===== config.mk =====
export PLATFORM = sky130hd
export DESIGN_NAME = cart_loader
export DESIGN_NICKNAME = d
export VERILOG_FILES = /design/src/rtl/cart_loader_pkg.sv /design/src/rtl/cl_rom_port.sv /design/src/rtl/cl_fit_check.sv /design/src/rtl/cl_name_buf.sv /design/src/rtl/cart_loader.sv
export SDC_FILE = /design/constraint.sdc
export NUM_CORES = 1
export LEC_CHECK = 0
export CORE_MARGIN = 5
export CORE_UTILIZATION = 30
export DETAILED_ROUTE_END_ITERATION = 10
export HOLD_SLACK_MARGIN = 0.06
export PLACE_DENSITY = 0.54
export SYNTH_ARGS = -nofsm -noshare
export SYNTH_HDL_FRONTEND = slang
export SYNTH_SLANG_ARGS = --single-unit
export TNS_END_PERCENT = 100

===== constraint.sdc =====
create_clock -name clk -period 3.2 [get_ports clk]
set_clock_uncertainty 0.15 [all_clocks]
set_input_delay 0.32 -clock clk [delete_from_list [all_inputs] [get_ports clk]]
set_output_delay 0.32 -clock clk [all_outputs]
set_load 0.02 [all_outputs]

===== src/rtl/cart_loader_pkg.sv =====
package cart_loader_pkg;

   typedef enum logic [2:0] {
      LS_IDLE,
      LS_HDR,
      LS_SCAN,
      LS_PICK,
      LS_ENTRY,
      LS_FIT,
      LS_COPY
   } ld_state_t;

   localparam int FIXED_FIELDS = 4;

endpackage


===== src/rtl/cl_rom_port.sv =====
module cl_rom_port #(
   parameter int AW  = 16,
   parameter int LAT = 1
) (
   input  logic          clk,
   input  logic          rst_n,
   input  logic          req,
   input  logic [AW-1:0] req_addr,
   output logic          rom_rd,
   output logic [AW-1:0] rom_addr,
   input  logic [7:0]    rom_data,
   output logic          rsp_valid,
   output logic [7:0]    rsp_data
);

   assign rom_rd   = req;
   assign rom_addr = req_addr;
   assign rsp_data = rom_data;

   generate
      if (LAT == 1) begin : g_lat1
         logic vld_q;
         always_ff @(posedge clk or negedge rst_n) begin
            if (!rst_n) vld_q <= 1'b0;
            else        vld_q <= req;
         end
         assign rsp_valid = vld_q;
      end else begin : g_latn
         logic [LAT-1:0] vld_q;
         always_ff @(posedge clk or negedge rst_n) begin
            if (!rst_n) vld_q <= '0;
            else        vld_q <= {vld_q[LAT-2:0], req};
         end
         assign rsp_valid = vld_q[LAT-1];
      end
   endgenerate

endmodule


===== src/rtl/cl_fit_check.sv =====
module cl_fit_check #(
   parameter int LW        = 16,
   parameter int RAM_AW    = 12,
   parameter int RAM_BYTES = 4096
) (
   input  logic [RAM_AW-1:0] base,
   input  logic [LW-1:0]     len,
   output logic              fits,
   output logic              empty
);

   localparam int SW = ((LW > RAM_AW) ? LW : RAM_AW) + 1;
   localparam logic [SW-1:0] LIMIT = SW'(RAM_BYTES);

   logic [SW-1:0] span_end;

   assign span_end = SW'(base) + SW'(len);
   assign fits     = (span_end <= LIMIT);
   assign empty    = (len == '0);

endmodule


===== src/rtl/cl_name_buf.sv =====
module cl_name_buf #(
   parameter int NAME_LEN = 8
) (
   input  logic                  clk,
   input  logic                  rst_n,
   input  logic                  clr,
   input  logic                  wr,
   input  logic [3:0]            idx,
   input  logic [7:0]            din,
   output logic [NAME_LEN*8-1:0] name
);

   generate
      for (genvar k = 0; k < NAME_LEN; k++) begin : g_byte
         logic [7:0] byte_q;
         always_ff @(posedge clk or negedge rst_n) begin
            if (!rst_n)                          byte_q <= 8'h00;
            else if (clr)                        byte_q <= 8'h00;
            else if (wr && (idx == 4'(k)))       byte_q <= din;
         end
         assign name[8*k +: 8] = byte_q;
      end
   endgenerate

endmodule


===== src/rtl/cart_loader.sv =====
module cart_loader
   import cart_loader_pkg::*;
#(
   parameter int ROM_AW    = 16,
   parameter int RAM_AW    = 12,
   parameter int RAM_BYTES = 4096,
   parameter int NAME_LEN  = 8,
   parameter int HAS_ATTR  = 1,
   parameter int ROM_LAT   = 1
) (
   input  logic                  clk,
   input  logic                  rst_n,
   input  logic                  start,
   input  logic                  load,
   input  logic [7:0]            sel,
   input  logic [RAM_AW-1:0]     dst_base,
   output logic                  rom_rd,
   output logic [ROM_AW-1:0]     rom_addr,
   input  logic [7:0]            rom_data,
   output logic                  ram_we,
   output logic [RAM_AW-1:0]     ram_addr,
   output logic [7:0]            ram_wdata,
   output logic                  busy,
   output logic                  done,
   output logic                  error,
   output logic [7:0]            entry_count,
   output logic [NAME_LEN*8-1:0] name_bytes
);

   localparam int ENT_SIZE = FIXED_FIELDS + NAME_LEN + ((HAS_ATTR != 0) ? 1 : 0);
   localparam int ATTR_OFS = FIXED_FIELDS + NAME_LEN;
   localparam int LAST_FLD = FIXED_FIELDS + NAME_LEN - 1;

   generate
      if (NAME_LEN < 8 || NAME_LEN > 11) begin : g_bad_name
         $error("cart_loader: NAME_LEN must lie in 8..11");
      end
      if (ROM_LAT < 1) begin : g_bad_lat
         $error("cart_loader: ROM_LAT must be at least 1");
      end
      if (ROM_AW < 16) begin : g_bad_rom
         $error("cart_loader: ROM_AW must be at least 16");
      end
      if (RAM_BYTES < 1 || RAM_BYTES > (1 << RAM_AW)) begin : g_bad_ram
         $error("cart_loader: RAM_BYTES must fit in the RAM address space");
      end
   endgenerate

   ld_state_t           st;
   logic                pend;
   logic                cmd_load;
   logic [7:0]          sel_r;
   logic [RAM_AW-1:0]   dst_r;
   logic [7:0]          total;
   logic [7:0]          ent_i;
   logic [7:0]          vis_cnt;
   logic [ROM_AW-1:0]   ent_base;
   logic [ROM_AW-1:0]   found_base;
   logic [3:0]          fld;
   logic [15:0]         loc;
   logic [15:0]         len;
   logic [15:0]         copy_n;
   logic                done_r;
   logic                err_r;
   logic [7:0]          count_r;

   logic                want_rd;
   logic                req;
   logic [ROM_AW-1:0]   req_addr;
   logic                rsp_valid;
   logic [7:0]          rsp_data;
   logic                fits;
   logic                empty;
   logic                name_clr;
   logic                name_wr;
   logic [3:0]          name_idx;

   always_comb begin
      want_rd  = 1'b0;
      req_addr = '0;
      unique case (st)
         LS_HDR: begin
            want_rd  = 1'b1;
            req_addr = '0;
         end
         LS_SCAN: begin
            want_rd  = 1'b1;
            req_addr = ent_base + ROM_AW'(ATTR_OFS);
         end
         LS_ENTRY: begin
            want_rd  = 1'b1;
            req_addr = found_base + ROM_AW'(fld);
         end
         LS_COPY: begin
            want_rd  = 1'b1;
            req_addr = ROM_AW'(loc) + ROM_AW'(copy_n);
         end
         default: begin
            want_rd  = 1'b0;
            req_addr = '0;
         end
      endcase
   end

   assign req = want_rd && !pend;

   cl_rom_port #(
      .AW  (ROM_AW),
      .LAT (ROM_LAT)
   ) u_port (
      .clk       (clk),
      .rst_n     (rst_n),
      .req       (req),
      .req_addr  (req_addr),
      .rom_rd    (rom_rd),
      .rom_addr  (rom_addr),
      .rom_data  (rom_data),
      .rsp_valid (rsp_valid),
      .rsp_data  (rsp_data)
   );

   cl_fit_check #(
      .LW        (16),
      .RAM_AW    (RAM_AW),
      .RAM_BYTES (RAM_BYTES)
   ) u_fit (
      .base  (dst_r),
      .len   (len),
      .fits  (fits),
      .empty (empty)
   );

   assign name_clr = (st == LS_IDLE) && start;
   assign name_wr  = (st == LS_ENTRY) && rsp_valid && (fld >= 4'(FIXED_FIELDS));
   assign name_idx = fld - 4'(FIXED_FIELDS);

   cl_name_buf #(
      .NAME_LEN (NAME_LEN)
   ) u_name (
      .clk   (clk),
      .rst_n (rst_n),
      .clr   (name_clr),
      .wr    (name_wr),
      .idx   (name_idx),
      .din   (rsp_data),
      .name  (name_bytes)
   );

   always_ff @(posedge clk or negedge rst_n) begin
      if (!rst_n) begin
         st         <= LS_IDLE;
         pend       <= 1'b0;
         cmd_load   <= 1'b0;
         sel_r      <= '0;
         dst_r      <= '0;
         total      <= '0;
         ent_i      <= '0;
         vis_cnt    <= '0;
         ent_base   <= '0;
         found_base <= '0;
         fld        <= '0;
         loc        <= '0;
         len        <= '0;
         copy_n     <= '0;
         done_r     <= 1'b0;
         err_r      <= 1'b0;
         count_r    <= '0;
      end else begin
         if (req)       pend <= 1'b1;
         if (rsp_valid) pend <= 1'b0;

         unique case (st)
            LS_IDLE: begin
               if (start) begin
                  cmd_load <= load;
                  sel_r    <= sel;
                  dst_r    <= dst_base;
                  done_r   <= 1'b0;
                  err_r    <= 1'b0;
                  st       <= LS_HDR;
               end
            end

            LS_HDR: begin
               if (rsp_valid) begin
                  total    <= rsp_data;
                  ent_i    <= '0;
                  ent_base <= ROM_AW'(1);
                  if (HAS_ATTR != 0) begin
                     vis_cnt    <= '0;
                     found_base <= '0;
                     st         <= (rsp_data == 8'd0) ? LS_PICK : LS_SCAN;
                  end else begin
                     vis_cnt    <= rsp_data;
                     found_base <= ROM_AW'(1) + ROM_AW'(sel_r) * ROM_AW'(ENT_SIZE);
                     st         <= LS_PICK;
                  end
               end
            end

            LS_SCAN: begin
               if (rsp_valid) begin
                  if (!rsp_data[0]) begin
                     if (vis_cnt == sel_r) found_base <= ent_base;
                     vis_cnt <= vis_cnt + 8'd1;
                  end
                  ent_base <= ent_base + ROM_AW'(ENT_SIZE);
                  ent_i    <= ent_i + 8'd1;
                  if (ent_i == total - 8'd1) st <= LS_PICK;
               end
            end

            LS_PICK: begin
               count_r <= vis_cnt;
               fld     <= '0;
               if (sel_r >= vis_cnt) begin
                  err_r <= 1'b1;
                  st    <= LS_IDLE;
               end else begin
                  st    <= LS_ENTRY;
               end
            end

            LS_ENTRY: begin
               if (rsp_valid) begin
                  case (fld)
                     4'd0:    loc[7:0]  <= rsp_data;
                     4'd1:    loc[15:8] <= rsp_data;
                     4'd2:    len[7:0]  <= rsp_data;
                     4'd3:    len[15:8] <= rsp_data;
                     default: ;
                  endcase
                  fld <= fld + 4'd1;
                  if (fld == 4'(LAST_FLD)) st <= LS_FIT;
               end
            end

            LS_FIT: begin
               copy_n <= '0;
               if (!cmd_load || empty) begin
                  done_r <= 1'b1;
                  st     <= LS_IDLE;
               end else if (!fits) begin
                  err_r  <= 1'b1;
                  st     <= LS_IDLE;
               end else begin
                  st     <= LS_COPY;
               end
            end

            LS_COPY: begin
               if (rsp_valid) begin
                  copy_n <= copy_n + 16'd1;
                  if (copy_n == len - 16'd1) begin
                     done_r <= 1'b1;
                     st     <= LS_IDLE;
                  end
               end
            end

            default: st <= LS_IDLE;
         endcase
      end
   end

   assign ram_we      = (st == LS_COPY) && rsp_valid;
   assign ram_addr    = dst_r + RAM_AW'(copy_n);
   assign ram_wdata   = rsp_data;
   assign busy        = (st != LS_IDLE);
   assign done        = done_r;
   assign error       = err_r;
   assign entry_count = count_r;

endmodule


==> metrics.csv, run 1 <==
metric,value,unit
outcome,"finished, violations left",
violated checks,negative setup slack,
number of flops mapped to enable cells by yosys,0,
Max-cap violations,0,
CTS H-Tree Depth,1,
final core utilization,0.411,
drt pass-1 iters,5,
Avg Inst Size Synth,8.85,µm²
CP Data Arrival Time,3200,ps
"Clk Latency, worst-skew pair",550,ps
post-synth top area cell,dfrtp_1,
number of global-route vias before repair,11200,
CP Max Fanout,2,
top cell type's share of synthesized area,0.417,
layout cell share with drive strength beyond 1,0.210,
CP endpoint kind,output port,
DRT iter0 DRCs,656,
pin count of the biggest net entering global routing,76,
"Net Count, Synth",1508,
vias,11200,
"wirelength, routed",41.3,mm
Critical Path Max Stage Delay,550,ps
top_reg_cell synth,dfrtp_1,
Rows,74,
Slew @ Worst Pin,1090,ps
Wirelength per Cell,18.6,µm
WP data required,2730,ps
area delta synth->final,35.0,%
f_max,272,MHz
"top cells by area, synth","dfrtp_1 (42%), nand2_1 (7.2%), ha_1 (6.1%), a21oi_1 (4.2%), xnor2_1 (4.2%)",
Static Leak,0.00752,µW
RSZ-0062 raised after global routing,yes,
Hold WC Path Type,in -> reg,
final worst slack,-470,ps
CP Class,reg -> out,
Final HPWL DP,30.2,mm
total grt overflow,0,
pre-CTS setup slack,-500,ps
flop and latch count out of synthesis,208,
CTS Buffer Depth,3,
Mapped Cells,1411,
initial antenna violation count,2,
Max-Slew Margin vs Limit,0.276,
port buffer count,144,
number of nets with antenna violations after routing,0,
gpl congestion,0.862,
Critical-path top delay cell,or4b_4,
"Reg clk slew, reported paths",60,ps
final setup violating endpoints,11,
vias per inst,5.08,
ys async rst share,1.00,
Worst setup SP type,register,
synthesized cell area,12500,µm²
power per standard cell area,654,nW/µm²
Total GRT Usage,0.173,
DIE WIDTH,214,µm
CTS Sinks,208,
initial core utilization,0.304,
cells along the critical path,ha_2 -> inv_1 -> fa_2 -> nor2b_2 -> o21ai_2 -> a21o_1 -> a31o_4 -> o2111ai_4 -> a31oi_2 -> or4b_4 -> nand3_4 -> buf_6,
CTS buffer count,26,
nets,1767,
worst IR drop on VDD,0.000448,V
Yosys warning count,0,
number of fill cells,4100,
hold violation total from the final report,0,
first-pass GRT wire length,64.8,mm
CTS tree,built,
R2R cell count,11,
diode count,0,
full die area,45800,µm²
die height,214,µm
post-route minimum period,3670,ps
Final Max Slew Viols,0,
core region area,41000,µm²
CTS root buf,clkbuf_16,
"Distinct cells, synth",77,
number of top-level design ports,145,
hold path cells,3,
sequential element share of the synthesized area,0.417,
final worst-path cycle share,1.15,
Post-route DRC,0,
cell usage after synthesis (3+ instances only):
cell         n
nor4_1       8
ha_1        61
o221ai_1     7
or4_1        6
nor3_1      21
inv_1       43
xor2_1      52
nand3_1    103
o21bai_1     4
a211o_1      5
nor3b_1      6
nand2_1    238
xnor2_1     60
a21oi_1    106
mux2i_1      3
or2_2        5
nand4_1     18
nand2b_1    14
clkbuf_1    70
nor2_1      83
nor2b_1     19
a22oi_1     10
and3b_1      4
a211oi_1     7
nand4b_1     6
o31ai_1      7
and4_1       3
a21o_1       8
o21ai_0     74
o2111ai_1    3
o211ai_1     4
mux2_2      38
and2_1      15
fa_1         4
dfrtp_1    208
buf_4        8
o41ai_1      3
and3_1      10
or3_1       13
cells by family (layout without fill, tap and decap cells):
kind of cell | after synthesis | in the layout | share of synthesized area
compound gates | 277 | 277 | 0.137
xor+xnor | 112 | 112 | 0.0786
fa+ha+maj | 65 | 65 | 0.0676
buf+inv | 125 | 397 | 0.0413
flops | 208 | 208 | 0.417
mux | 41 | 41 | 0.0367
simple gates | 583 | 583 | 0.222
cell usage in the layout (no fill, tap or decap), drive strengths merged, types with 5 or more instances in the layout:
cell type / count
nand2: 238
dfrtp: 208
buf: 185
clkdlybuf4s50: 118
a21oi: 107
nand3: 103
nor2: 83
o21ai: 76
ha: 61
xnor2: 60
xor2: 52
inv: 43
mux2: 38
clkbuf: 35
nor3: 21
nor2b: 19
nand4: 18
and2: 15
nand2b: 14
or3: 13
and3: 11
a22oi: 10
a21o: 8
nor4: 8
dlygate4sd2: 7
a211oi: 7
o221ai: 7
o31ai: 7
or4: 7
nand4b: 6
or2: 6
nor3b: 6
a211o: 5
flip-flops by register name, indices dropped and copies added, names as in the netlist:
name / cells
u_name.g_byte.byte_q: 64
done: 1
loc: 16
vis_cnt: 8
ent_base: 16
u_port.rsp_valid: 1
cmd_load: 1
total: 8
error: 1
ent_i: 8
fld: 4
sel_r: 8
found_base: 16
st: 3
pend: 1
len: 16
entry_count: 8
copy_n: 16
dst_r: 12
per-stage QoR:
stage | cells | setup TNS, ps | total power, µW | hold slack, ps | area [µm²]
CTS | 2205 | -3740 | 10900 | 126 | 16500
global placement | 2157 | -4210 | 7840 | 209 | 15500
global route | 2215 | -4770 | 11700 | 158 | 16900
finish | 2215 | -2970 | 11000 | 155 | 16900
floorplan | 1411 | 0 | 5990 | -126 | 12500
detailed placement | 2157 | -4660 | 7900 | 211 | 15500
power breakdown:
group	internal (µW)	leakage, µW	switching, µW
sequential	3080	0.00280	409
clock	1750	0.000407	1160
combinational	2080	0.00431	2540
routing by layer:
layer	part of all wire	GRT usage
met5	0.00032	0
met2	0.45	0.272
met1	0.47	0.244
met4	0.024	0.0387
met3	0.061	0.0424
critical path: cells and delay by family (launching register included):
| kind | cells | cell delay, ps |
|---|---|---|
| AO/OA/AOI/OAI | 5 | 840 |
| adder cells (fa/ha/maj) | 2 | 540 |
| buffers and inverters | 2 | 160 |
| flip-flops | 1 | 360 |
| AND/OR/NAND/NOR | 3 | 750 |
path summary, 6_finish.rpt:
check                                       from  slack [ps]                    endpoint
max                        copy_n[0]$_DFFE_PN0P_        -470                rom_addr[14]
min                                         load         160        cmd_load$_DFFE_PN0P_
max reg2reg                 dst_r[0]$_DFFE_PN0P_          20           st[2]$_DFFE_PN0P_
min reg2reg                     pend$_DFFE_PN0P_         280  u_port.rsp_valid$_DFF_PN0_
max in group asynchronous                  rst_n        1830         loc[15]$_DFFE_PN0P_
min in group asynchronous                  rst_n         180  entry_count[5]$_DFFE_PN0P_
final cells by class:
type	count	area [µm²]	area share
Inverter	43	161	0.00958
Tap cell	532	666	0.0395
Clock buffer	34	731	0.0434
Timing Repair Buffer	313	2770	0.164
Clock inverter	7	98.8	0.00586
Sequential cell	208	5210	0.309
Multi-Input combinational cell	1078	7220	0.428
repair_timing:
item / 4_1_cts / 5_1_grt
resized for setup: 159 / 59
pin swaps: 44 / 39
cloned: 0 / 0
endpoints found under the hold margin: 61 / 0
hold buffers: 1 / 0
setup endpoints to repair: 28 / 24
buffers inserted: 7 / 14
(Power assumes the default switching activity.)
==> run 2: changes to the inputs <==
--- a/config.mk
+++ b/config.mk
@@ -5,11 +5,13 @@
 export SDC_FILE = /design/constraint.sdc
 export NUM_CORES = 1
 export LEC_CHECK = 0
+export CELL_PAD_IN_SITES_DETAIL_PLACEMENT = 0
+export CELL_PAD_IN_SITES_GLOBAL_PLACEMENT = 2
 export CORE_MARGIN = 5
 export CORE_UTILIZATION = 30
 export DETAILED_ROUTE_END_ITERATION = 10
 export HOLD_SLACK_MARGIN = 0.06
-export PLACE_DENSITY = 0.54
+export PLACE_DENSITY = 0.78
 export SYNTH_ARGS = -nofsm -noshare
 export SYNTH_HDL_FRONTEND = slang
 export SYNTH_SLANG_ARGS = --single-unit
==> run 2 against run 1 <==
  * The flow still finishes with violations (negative setup slack)
  * Final cell count hardly changed
  * Sequential power hardly changed
  * Flip-flop and latch count unchanged
  * Sequential share of layout area about the same
  * Clock power rose by 3%
  * Wire length increased by 1.7%
  * Maximum frequency is essentially flat
  * Combinational power about the same
  * Total power grew 0.84%
  * Critical path type unchanged
  * Critical endpoint unchanged
  * Largest power group unchanged
  * Highest routed layer is now met4
==> metrics.csv, run 2 (synthesis results as in run 1) <==
metric,value,unit
"Clk Latency, worst-skew pair",540,ps
port buffer count,144,
Max-cap violations,0,
fin cells,2214,
Post-route DRC,0,
vias,11200,
Total GRT Usage,0.176,
number of top-level design ports,145,
"wirelength, routed",42.0,mm
"Reg clk slew, reported paths",60,ps
Critical-path top delay cell,or4b_4,
cells along the critical path,ha_2 -> inv_2 -> fa_2 -> nor2b_2 -> o21ai_2 -> a21o_1 -> a31o_4 -> o2111ai_4 -> a31oi_4 -> or4b_4 -> nand3_4 -> buf_6,
final core utilization,0.411,
CTS root buf,clkbuf_16,
Final Max Slew Viols,0,
nets,1759,
Max-Slew Margin vs Limit,0.269,
initial core utilization,0.304,
DRT iter0 DRCs,621,
post-route minimum period,3670,ps
layout cell share with drive strength beyond 1,0.214,
die height,214,µm
DIE WIDTH,214,µm
final worst slack,-468,ps
CTS H-Tree Depth,1,
final setup violating endpoints,14,
gpl congestion,0.842,
number of global-route vias before repair,11200,
WP data required,2730,ps
number of nets with antenna violations after routing,0,
hold violation total from the final report,0,
CP endpoint kind,output port,
CTS tree,built,
worst IR drop on VDD,0.000392,V
Cells after DPL,2152,
final worst-path cycle share,1.15,
Rows,74,
CP Data Arrival Time,3200,ps
vias per inst,5.07,
core region area,41000,µm²
most frequent cells in the layout,"nand2_1 (236), dfrtp_1 (205), buf_4 (158), clkdlybuf4s50_1 (118), nand3_1 (101)",
initial antenna violation count,0,
pre-CTS setup slack,-479,ps
Critical Path Max Stage Delay,540,ps
CTS Sinks,208,
hold_ws,161,ps
Worst setup SP type,register,
CTS Buffer Depth,3,
"most common cell after layout, fill and taps aside",nand2_1,
outcome,"finished, violations left",
Static Leak,0.00753,µW
PnR Total Power,11100,µW
full die area,45800,µm²
first-pass GRT wire length,65.8,mm
drt pass-1 iters,5,
power per standard cell area,658,nW/µm²
CP Max Fanout,2,
Wirelength per Cell,19.0,µm
area delta synth->final,35.2,%
Slew @ Worst Pin,1100,ps
f_max,273,MHz
max FFs per register,64,
Final HPWL DP,30.2,mm
Hold WC Path Type,in -> reg,
RSZ-0062 raised after global routing,yes,
CP Class,reg -> out,
largest register by flop count,u_name.g_byte.byte_q,
total grt overflow,0,
CTS buffer count,26,
violated checks,negative setup slack,
pin count of the biggest net entering global routing,76,
-- run 2: cell count changes in the layout (fill, tap and decap cells not counted), sizes merged --
cell / previous run / this run
buf: 185 / 178
clkinv: 4 / 9
dlygate4sd2: 7 / 4
dlymetal6s2s: 0 / 2
clkbuf: 35 / 36
clkdlybuf4s15: 1 / 0
clkinvlp: 1 / 2
diode: 0 / 1
-- run 2: metal layers --
layer  vias up  wire length [µm]  global-route usage
met4         0               834              0.0341
met3        48              2490              0.0394
met5         -                 0                   0
met1      5479             19800               0.252
met2       247             18900               0.278
li1       5440                 -                   -
-- run 2: cell type report --
type / count / area [µm²]
Timing Repair Buffer: 305 / 2710
Clock buffer: 34 / 761
Clock inverter: 13 / 131
Antenna cell: 1 / 2.50
Multi-Input combinational cell: 1078 / 7230
Fill cell: 4038 / 24100
Inverter: 43 / 161
Tap cell: 532 / 666
Sequential cell: 208 / 5210
-- run 2: worst max-delay path, delay by kind of cell, from the launching register on --
kind	cells	cell delay (ps)
buffers and inverters	2	150
adders and majority gates	2	540
and+or+nand+nor	3	780
AOI/OAI and AO/OA	5	840
DFF	1	340
-- run 2: power by group --
group / total (µW) / leakage, µW / internal [µW] / switching [µW]
Sequential: 3510 / 0.00280 / 3080 / 434
Clock: 3010 / 0.000445 / 1830 / 1180
Combinational: 4590 / 0.00429 / 2050 / 2540
Total: 11100 / 0.00753 / 6960 / 4150
-- run 2: repair_timing --
action	4_1_cts	5_1_grt
hold buffers	1	0
pin swaps	37	36
resized for setup	160	68
setup buffers	11	7
endpoints found under the setup margin	27	25
endpoints found under the hold margin	72	0
-- run 2: final timing paths --
path	slack, ps	end	from	cells after the start
min in group asynchronous	240	vis_cnt[6]$_DFFE_PN0P_	rst_n	2
setup reg to reg	-40	st[2]$_DFFE_PN0P_	dst_r[0]$_DFFE_PN0P_	11
setup / recovery	-470	rom_addr[14]	copy_n[0]$_DFFE_PN0P_	12
max in group asynchronous	1740	st[2]$_DFFE_PN0P_	rst_n	3
hold / removal	160	sel_r[5]$_DFFE_PN0P_	sel[5]	3
hold reg to reg	290	u_port.rsp_valid$_DFF_PN0_	pend$_DFFE_PN0P_	1
-- run 2: through the flow --
step / TNS, ps / area [µm²]
final: -2820 / 16900
after global routing: -5140 / 16900
after CTS: -3630 / 16600
after detailed placement: -4200 / 15400
after global placement: -3820 / 15400
after floorplan: 0 / 12500
